--- src/rtl/lss_pkg.sv ---
package lss_pkg;
   localparam int PCT_SCALE = 100;

   function automatic int timeout_cycles(input int clk_khz, input int timeout_us);
      return (clk_khz * timeout_us) / 1000;
   endfunction

   function automatic int cnt_width(input int limit);
      return (limit < 2) ? 1 : $clog2(limit + 1);
   endfunction
endpackage

--- src/rtl/lss_window.sv ---
module lss_window #(
   parameter int SAMPLE_W    = 12,
   parameter int TOL_PCT     = 10,
   parameter bit WINDOW_PIPE = 1'b0
) (
   input  logic                clk,
   input  logic                rst,
   input  logic [SAMPLE_W-1:0] sample,
   input  logic [SAMPLE_W-1:0] nominal,
   output logic                out_of_range
);
   localparam int PROD_W = SAMPLE_W + 8;

   generate
      if (SAMPLE_W < 2 || SAMPLE_W > 24) begin : g_bad_width
         $error("lss_window: SAMPLE_W out of supported range");
      end
      if (TOL_PCT < 1 || TOL_PCT > 100) begin : g_bad_tol
         $error("lss_window: TOL_PCT must be 1..100");
      end
   endgenerate

   logic [SAMPLE_W-1:0] dev_abs;
   logic [PROD_W-1:0]   dev_scaled;
   logic [PROD_W-1:0]   tol_scaled;
   logic                oor_comb;

   always_comb begin
      if (sample >= nominal) dev_abs = sample - nominal;
      else                   dev_abs = nominal - sample;
      dev_scaled = PROD_W'(dev_abs) * PROD_W'(lss_pkg::PCT_SCALE);
      tol_scaled = PROD_W'(nominal) * PROD_W'(TOL_PCT);
      oor_comb   = dev_scaled > tol_scaled;
   end

   generate
      if (WINDOW_PIPE) begin : g_piped
         logic oor_q;
         always_ff @(posedge clk) begin
            if (rst) oor_q <= 1'b0;
            else     oor_q <= oor_comb;
         end
         assign out_of_range = oor_q;
      end else begin : g_direct
         assign out_of_range = oor_comb;
      end
   endgenerate

   // a sample equal to nominal can never be flagged
   assert_center_inside_R2: assert property (@(posedge clk) disable iff (rst)
      (!WINDOW_PIPE && sample == nominal) |-> !out_of_range);
endmodule

--- src/rtl/lss_timer.sv ---
module lss_timer #(
   parameter int LIMIT = 16,
   parameter int CNT_W = 5
) (
   input  logic clk,
   input  logic rst,
   input  logic clear,
   input  logic tick,
   output logic expire
);
   generate
      if (LIMIT < 1) begin : g_bad_limit
         $error("lss_timer: LIMIT must be at least 1");
      end
      if ((1 << CNT_W) <= LIMIT) begin : g_bad_cnt
         $error("lss_timer: CNT_W too small for LIMIT");
      end
   endgenerate

   localparam logic [CNT_W-1:0] LAST = CNT_W'(LIMIT - 1);
   localparam logic [CNT_W-1:0] TOP  = CNT_W'(LIMIT);

   logic [CNT_W-1:0] cnt;

   always_ff @(posedge clk) begin
      if (rst || clear || !tick) cnt <= '0;
      else if (cnt != TOP)       cnt <= cnt + 1'b1;
   end

   assign expire = tick && !clear && (cnt == LAST);

   // a missing tick returns the count to zero
   assert_restart_R4: assert property (@(posedge clk) disable iff (rst)
      (!tick && !clear) |=> !expire || (LIMIT == 1));
   // the count never runs past the limit
   assert_cnt_bounded_R3: assert property (@(posedge clk) disable iff (rst)
      cnt <= TOP);
endmodule

--- src/rtl/lss_fault_latch.sv ---
module lss_fault_latch (
   input  logic clk,
   input  logic rst,
   input  logic clear,
   input  logic set,
   output logic fault
);
   always_ff @(posedge clk) begin
      if (rst || clear) fault <= 1'b0;
      else if (set)     fault <= 1'b1;
   end

   // latched fault survives while not cleared
   assert_fault_sticky_R5: assert property (@(posedge clk) disable iff (rst)
      (fault && !clear) |=> fault);
   // a clear always empties the latch
   assert_clear_wins_R7: assert property (@(posedge clk) disable iff (rst)
      clear |=> !fault);
endmodule

--- src/rtl/laser_safety_supervisor.sv ---
module laser_safety_supervisor #(
   parameter int SAMPLE_W    = 12,
   parameter int TOL_PCT     = 10,
   parameter int CLK_KHZ     = 50000,
   parameter int TIMEOUT_US  = 2000,
   parameter bit WINDOW_PIPE = 1'b0
) (
   input  logic                clk,
   input  logic                rst,
   input  logic [SAMPLE_W-1:0] mon_sample,
   input  logic [SAMPLE_W-1:0] mon_nominal,
   input  logic                laser_on_n,
   input  logic                power_ok,
   output logic                fault,
   output logic                laser_en,
   output logic                mon_clamp
);
   localparam int TIMEOUT_CYC = lss_pkg::timeout_cycles(CLK_KHZ, TIMEOUT_US);
   localparam int CNT_W       = lss_pkg::cnt_width(TIMEOUT_CYC);

   generate
      if (TIMEOUT_CYC < 1) begin : g_bad_timeout
         $error("laser_safety_supervisor: timeout rounds to zero cycles");
      end
   endgenerate

   logic oor;
   logic expire;
   logic fault_q;

   lss_window #(
      .SAMPLE_W   (SAMPLE_W),
      .TOL_PCT    (TOL_PCT),
      .WINDOW_PIPE(WINDOW_PIPE)
   ) u_window (
      .clk         (clk),
      .rst         (rst),
      .sample      (mon_sample),
      .nominal     (mon_nominal),
      .out_of_range(oor)
   );

   lss_timer #(
      .LIMIT(TIMEOUT_CYC),
      .CNT_W(CNT_W)
   ) u_timer (
      .clk   (clk),
      .rst   (rst),
      .clear (laser_on_n),
      .tick  (oor),
      .expire(expire)
   );

   lss_fault_latch u_latch (
      .clk  (clk),
      .rst  (rst),
      .clear(laser_on_n),
      .set  (expire),
      .fault(fault_q)
   );

   assign fault     = fault_q;
   assign mon_clamp = fault_q;
   assign laser_en  = !rst && !laser_on_n && power_ok && !fault_q;

   // a latched fault keeps the laser dark
   assert_fault_blocks_en_R1: assert property (@(posedge clk) disable iff (rst)
      fault |-> !laser_en);
   // no permission, no laser
   assert_power_gate_R8: assert property (@(posedge clk) disable iff (rst)
      !power_ok |-> !laser_en);
   // a fault only appears right after an out-of-range sample while armed
   assert_fault_after_oor_R3: assert property (@(posedge clk) disable iff (rst)
      $rose(fault) |-> $past(oor && !laser_on_n));
   // clamp only engages from an armed, out-of-range state
   assert_clamp_origin_R6: assert property (@(posedge clk) disable iff (rst)
      $rose(mon_clamp) |-> $past(!laser_on_n && oor));
endmodule

--- config.mk ---
export PLATFORM = sky130hd
export DESIGN_NAME = laser_safety_supervisor
export DESIGN_NICKNAME = d
export VERILOG_FILES = /design/src/rtl/lss_pkg.sv /design/src/rtl/lss_window.sv /design/src/rtl/lss_timer.sv /design/src/rtl/lss_fault_latch.sv /design/src/rtl/laser_safety_supervisor.sv
export SDC_FILE = /design/constraint.sdc
export NUM_CORES = 1
export LEC_CHECK = 0
export ABC_AREA = 1
export BUFFER_PORTS_ARGS = -buffer_cell sky130_fd_sc_hd__buf_2
export CAP_MARGIN = 20
export CORE_MARGIN = 3
export CORE_UTILIZATION = 40
export CTS_CLUSTER_SIZE = 12
export DETAILED_ROUTE_END_ITERATION = 10
export GPL_TIMING_DRIVEN = 0
export PLACE_DENSITY = 0.61
export SYNTH_ARGS = -nofsm -noshare
export SYNTH_HDL_FRONTEND = slang
export SYNTH_SLANG_ARGS = --single-unit
--- constraint.sdc ---
create_clock -name clk -period 5.9 [get_ports clk]
set_input_delay 1.18 -clock clk [delete_from_list [all_inputs] [get_ports clk]]
set_output_delay 1.18 -clock clk [all_outputs]
set_load 0.005 [all_outputs]
==> results_dict.tcl, run 1 <==
set metrics [dict create \
    p_int_uw 1580 \
    hold_buffers 0 \
    clock_tree.root_cell "clkbuf_8" \
    min_to "u_latch.fault$_SDFFE_PP0P_" \
    core_mm2 0.0104 \
    grt_pass1_vias 4106 \
    synth_cell_types 39 \
    power_uw 3280 \
    rsz0062_at_grt "true" \
    synthArstFlopShare_pct 0 \
    finalNetCount 821 \
    drc_errors 0 \
    clockPowerShare_pct 3.1 \
    seq_power_share_pct 3.9 \
    drt-initial-drc-count 165 \
    viasPerCell 4.95 \
    fin_ws_ps -322 \
    reg2reg_depth 9 \
    r2r-end "u_timer.cnt[16]$_SDFFE_PP0P_" \
    clock.fmax_ghz 0.161 \
    nFillCells 998 \
    area.growth.synth_to_final_pct 29.8 \
    cts_tree "built" \
    fin_crit_sh_pct 105 \
    min_path_type "flip-flop to flip-flop" \
    vias 4062 \
    insertion_delay_ps 260 \
    holdPathStages 2 \
    first_pass_iters 4 \
    drv_slew 0 \
    ys.flop_type "dfxtp_1" \
    drtAntennaViolNets 0 \
    mappedNetlistArea_mm2 0.00429 \
    grt_usage_pct 18.8 \
    syn_nets 753 \
    antennaDiodeCount 0 \
    arrival_ps 6420 \
    p_sw_share_pct 51.9 \
    clk_path_buf_depth 2 \
    post_synth.cell_area_avg_um2 6.94 \
    boundaryPins 31 \
    synth-edff-count 0 \
    drive_above_1_share_pct 26.7 \
    status "finished with violations" \
    maxCapViolCount 0 \
    synth_common_cells "134 x inv_1, 99 x nand2_1, 97 x ha_1, 47 x a21oi_1, 42 x nor2_1" \
    clock_skew_ps 2.89 \
    finalHoldViolCount 0 \
    die_x_um 110 \
    netlist_top_cells_area "ha_1 28%, inv_1 12%, nand2_1 8.7%" \
    wl_mm 10.7 \
    seq_area_frac_synth_pct 8.40 \
    start_kind "input port" \
    worst_setup_path_end_kind "flip-flop" \
    power_switching_uw 1700 \
    synth.most_common_cell "inv_1" \
    grt_max_degree 11 \
    critPathMaxFanout 8 \
    port_buffers 30 \
    combPwrFrac_pct 93.0 \
    violations "setup timing" \
    antenna_found_initial 0 \
    final_util_pct 53.7 \
    hpwl_mm 8.39 \
    crit_type "input port to flip-flop" \
    cts_buffers 3 \
    min_period_ps 6220 \
    yosysTopAreaCellShare_pct 28.3 \
    placed_area_mm2 0.00474 \
    grt.overflow.total 0 \
    yosysWarnings 0 \
    start_util_pct 41.4 \
    clk_pin_slew_ps 70 \
    dieArea_mm2 0.0120 \
    leakage_uw 0.00279 \
    cellPowerDensity_mw_per_mm2 589 \
    setup_violations 18 \
    cts.sinks 18 \
    relSlewSlack_pct 63.2 \
    r2r_slack_ps 3800 \
    r2r_start "u_timer.cnt[0]$_SDFFE_PP0P_" \
    vdd_ir_drop_max_mv 0.388 \
    slowest_stage "fa_1" \
    htreeDepth 1 \
    holdCritStartpoint "u_latch.fault$_SDFFE_PP0P_" \
    setup-tns-final_ps -4460 \
    fin_area_mm2 0.00557 \
    worst_pin_slew_ps 546 \
    gp_congestion 0.832 \
    die_y_um 110 \
    rows 37 \
    netlist_instances 618 \
    wire_per_inst_um 13.0 \
    worstPathRequired_ps 6100 \
    yosysTopAreaCell "ha_1" \
    cpMostUsedCell "nand2_2" \
    synth_seq_cells 18 \
    cp_slowest_stage_delay_ps 550 \
    grt_pass1_wl_mm 18.7 \
]
==> registers in the layout, summed over array words and instances, names as in the netlist <==
signal / count
u_latch.fault: 1
u_timer.cnt: 17
==> power by group through the flow <==
stage	Combinational [µW]	Clock, µW	Sequential, µW
after global placement	2100	0	130
after detailed placement	2140	0	131
after global routing	3410	114	129
after floorplan	1730	0	130
final	3050	102	128
after CTS	2790	106	128
==> cells by family (layout without fill, tap and decap cells) <==
| kind of cell | after synthesis | after routing | synth area share (%) |
|---|---|---|---|
| simple gates | 215 | 215 | 23.9 |
| xor+xnor | 47 | 47 | 9.60 |
| buf+inv | 142 | 209 | 13.0 |
| compound gates | 89 | 89 | 12.1 |
| flops | 18 | 18 | 8.40 |
| fa+ha+maj | 107 | 107 | 33.0 |
==> cell usage in the layout, fill, tap and decap left out, types with 6 or more instances in the layout <==
cell type,instances
inv_1,119
nand2_1,87
ha_1,76
a21oi_1,37
nor2_1,35
xor2_1,34
buf_4,29
buf_2,26
ha_4,21
nand3_1,20
nand2_2,18
dfxtp_1,18
inv_2,15
nor2_4,14
o21ai_0,11
xnor2_1,11
nand4_1,10
fa_1,9
a21oi_2,8
nor3_1,7
nor2_2,6
==> timing repair <==
action                                  in CTS  in global routing
gates resized for setup                     74                 29
pin swaps                                   52                 32
buffers inserted                            30                  3
endpoints found under the setup margin      18                 18
gates cloned                                 1                  0
==> metrics by stage <==
step	std cells	worst slack, ps	hold WS [ps]
after global routing	821	-596	549
after CTS	819	-256	486
after detailed placement	784	-922	474
after floorplan	618	0.504	471
final	821	-322	527
after global placement	784	-858	466
==> per-layer routing <==
metal | vias to the layer above | global-route usage [%] | share of wire [%]
li1 | 2132 | - | -
met1 | 1845 | 26.5 | 49
met2 | 74 | 31.7 | 46
met3 | 11 | 1.82 | 4.0
met4 | 0 | 2.94 | 1.2
met5 | - | 0 | 0
==> area by class of cell <==
class	count	area [µm²]	area share [%]
Buffer	5	75.1	1.35
Clock buffer	4	55.1	0.989
Inverter	137	534	9.60
Multi-Input combinational cell	458	3890	70.0
Sequential cell	18	360	6.47
Tap cell	136	170	3.06
Timing Repair Buffer	63	477	8.57
==> worst max-delay path: cells and delay by family <==
| kind | cells | cell delay (ps) |
|---|---|---|
| buffers and inverters | 14 | 1470 |
| XOR/XNOR | 1 | 180 |
| AO/OA/AOI/OAI | 3 | 480 |
| adder cells (fa/ha/maj) | 6 | 1760 |
| AND/OR/NAND/NOR | 15 | 1350 |
==> worst max path at each step <==
stage / start / to / slack, ps
after global placement: mon_nominal[10] / u_timer.cnt[1]$_SDFFE_PP0P_ / -860
after floorplan: mon_sample[0] / u_timer.cnt[1]$_SDFFE_PP0P_ / 0.5
after detailed placement: mon_nominal[8] / u_timer.cnt[1]$_SDFFE_PP0P_ / -920
after global routing: mon_sample[0] / u_timer.cnt[1]$_SDFFE_PP0P_ / -600
final: mon_sample[0] / u_timer.cnt[3]$_SDFFE_PP0P_ / -320
after CTS: mon_sample[0] / u_timer.cnt[3]$_SDFFE_PP0P_ / -260
No activity file was read; power rests on OpenSTA's default activity.
==> run 2: changes to the inputs <==
RECOVER_POWER = 25   (was unset)
==> run 2 against run 1 <==
Against the previous run: the run still ends with setup timing left; power about the same; fmax about the same; via count down 0.17%; worst setup slack about the same; critical path depth unchanged; flip-flop and latch count unchanged; first-iteration DRC count up 0.61%; utilization about the same; combinational power about the same; die area unchanged; wire length down 0.11%; non-clock buffer count unchanged.
==> results_dict.tcl, run 2 (same netlist as run 1, synthesis figures left out) <==
set metrics [dict create \
    status "finished with violations" \
    violations "setup timing" \
    hpwl_mm 8.39 \
    mostFrequentLayoutCells "119 x inv_1, 87 x nand2_1, 76 x ha_1" \
    grt_use_met1_pct 26.5 \
    top_register "u_timer.cnt" \
    clock.fmax_ghz 0.161 \
    cts.sinks 18 \
    cp_top_family "adder cells" \
    fin_area_mm2 0.00556 \
    rows 37 \
    wl_mm 10.7 \
    worst_pin_slew_ps 556 \
    die_x_um 110 \
    die_y_um 110 \
    slowest_stage "fa_1" \
    drive_above_1_share_pct 26.6 \
    finalHoldViolCount 0 \
    clock_tree.root_cell "clkbuf_8" \
    critPathMaxFanout 8 \
    cpMostUsedCell "nand2_2" \
    top_usage_layer "met2" \
    relSlewSlack_pct 62.7 \
    worstPathRequired_ps 6100 \
    clk_path_buf_depth 2 \
    start_kind "input port" \
    clk_pin_slew_ps 70 \
    first_pass_iters 4 \
    grt_pass1_wl_mm 18.7 \
    drtAntennaViolNets 0 \
    gp_congestion 0.832 \
    leakage_uw 0.00278 \
    vias 4055 \
    cp_slowest_stage_delay_ps 550 \
    hold_buffers 0 \
    cts_buffers 3 \
    cts_tree "built" \
    nFillCells 999 \
    port_buffers 30 \
    wire_per_inst_um 13.0 \
    antenna_found_initial 0 \
    boundaryPins 31 \
    setup-tns-final_ps -4450 \
    drc_errors 0 \
    cellPowerDensity_mw_per_mm2 589 \
    seq_area_um2 360 \
    finalNetCount 821 \
    largest_reg_flops 17 \
    drv_slew 0 \
    placed_area_mm2 0.00474 \
    grt.overflow.total 0 \
    fin_crit_sh_pct 105 \
    core_mm2 0.0104 \
    setup_violations 18 \
    rsz0062_at_grt "true" \
    critPathBufInv 14 \
    min_period_ps 6220 \
    final_common_cell "inv_1" \
    reg.largest.list "u_timer.cnt: 17 flops, u_latch.fault: 1 flops" \
    arrival_ps 6420 \
    vdd_ir_drop_max_mv 0.388 \
    maxCapViolCount 0 \
    crit_type "input port to flip-flop" \
    grt_max_degree 11 \
    fin_ws_ps -322 \
    grt_use_met2_pct 31.7 \
    grt_pass1_vias 4106 \
    grt_usage_pct 18.8 \
    insertion_delay_ps 260 \
    start_util_pct 41.4 \
    antennaDiodeCount 0 \
    area.growth.synth_to_final_pct 29.7 \
    multi_input_area_mm2 0.00389 \
    viasPerCell 4.94 \
    whs_ps 528 \
    worst_setup_path_end_kind "flip-flop" \
    min_path_type "flip-flop to flip-flop" \
    drt-initial-drc-count 166 \
    htreeDepth 1 \
    clock_skew_ps 2.34 \
    dieArea_mm2 0.0120 \
    grtUsageMet3_pct 1.82 \
]
run 2: layer usage:
metal | vias up | part of all wire, %
met2 | 73 | 46
met1 | 1840 | 49
met4 | 0 | 1.2
li1 | 2131 | -
met5 | - | 0
met3 | 11 | 3.9
run 2: final timing paths:
kind                            slack (ps)                           end  depth (start not counted)                        start
worst max-delay path                  -320   u_timer.cnt[3]$_SDFFE_PP0P_                         39                mon_sample[0]
worst min-delay path                   530    u_latch.fault$_SDFFE_PP0P_                          2   u_latch.fault$_SDFFE_PP0P_
worst max register to register        3770  u_timer.cnt[16]$_SDFFE_PP0P_                          9  u_timer.cnt[0]$_SDFFE_PP0P_
worst min register to register         530    u_latch.fault$_SDFFE_PP0P_                          2   u_latch.fault$_SDFFE_PP0P_
run 2: final cells by class:
cell class	instances	share of cell area [%]
sequential	18	6.48
buffer	5	1.35
timing repair buffer	63	8.55
multi-input combinational	458	70.0
clock buffer	4	0.989
inverter	137	9.60
tap	136	3.06
run 2: per-stage QoR:
step	cells	total power (µW)	utilization (%)	setup WS, ps
6_report	821	3280	53.7	-322
5_1_grt	821	3660	53.7	-596
4_1_cts	819	3020	52.5	-256
3_5_place_dp	784	2270	45.7	-922
3_3_place_gp	784	2230	45.7	-858
2_1_floorplan	618	1860	-	0.504
run 2: repair_timing:
action | 4_1_cts | 5_1_grt
setup buffers | 30 | 3
pin swaps | 52 | 32
gates resized for setup | 74 | 29
setup endpoints to repair | 18 | 18
cloned | 1 | 0
run 2: worst min-delay path: stages (launching register included):
cell,delay (ps)
dfxtp_1,340
nand2_1,90
nand2_1,50
run 2: report_power, final:
group / internal [µW] / switching (µW) / leakage [µW]
logic: 1390 / 1660 / 0.00261
registers: 126 / 2.23 / 0.000145
clock network: 59.4 / 42.6 / 0.0000288
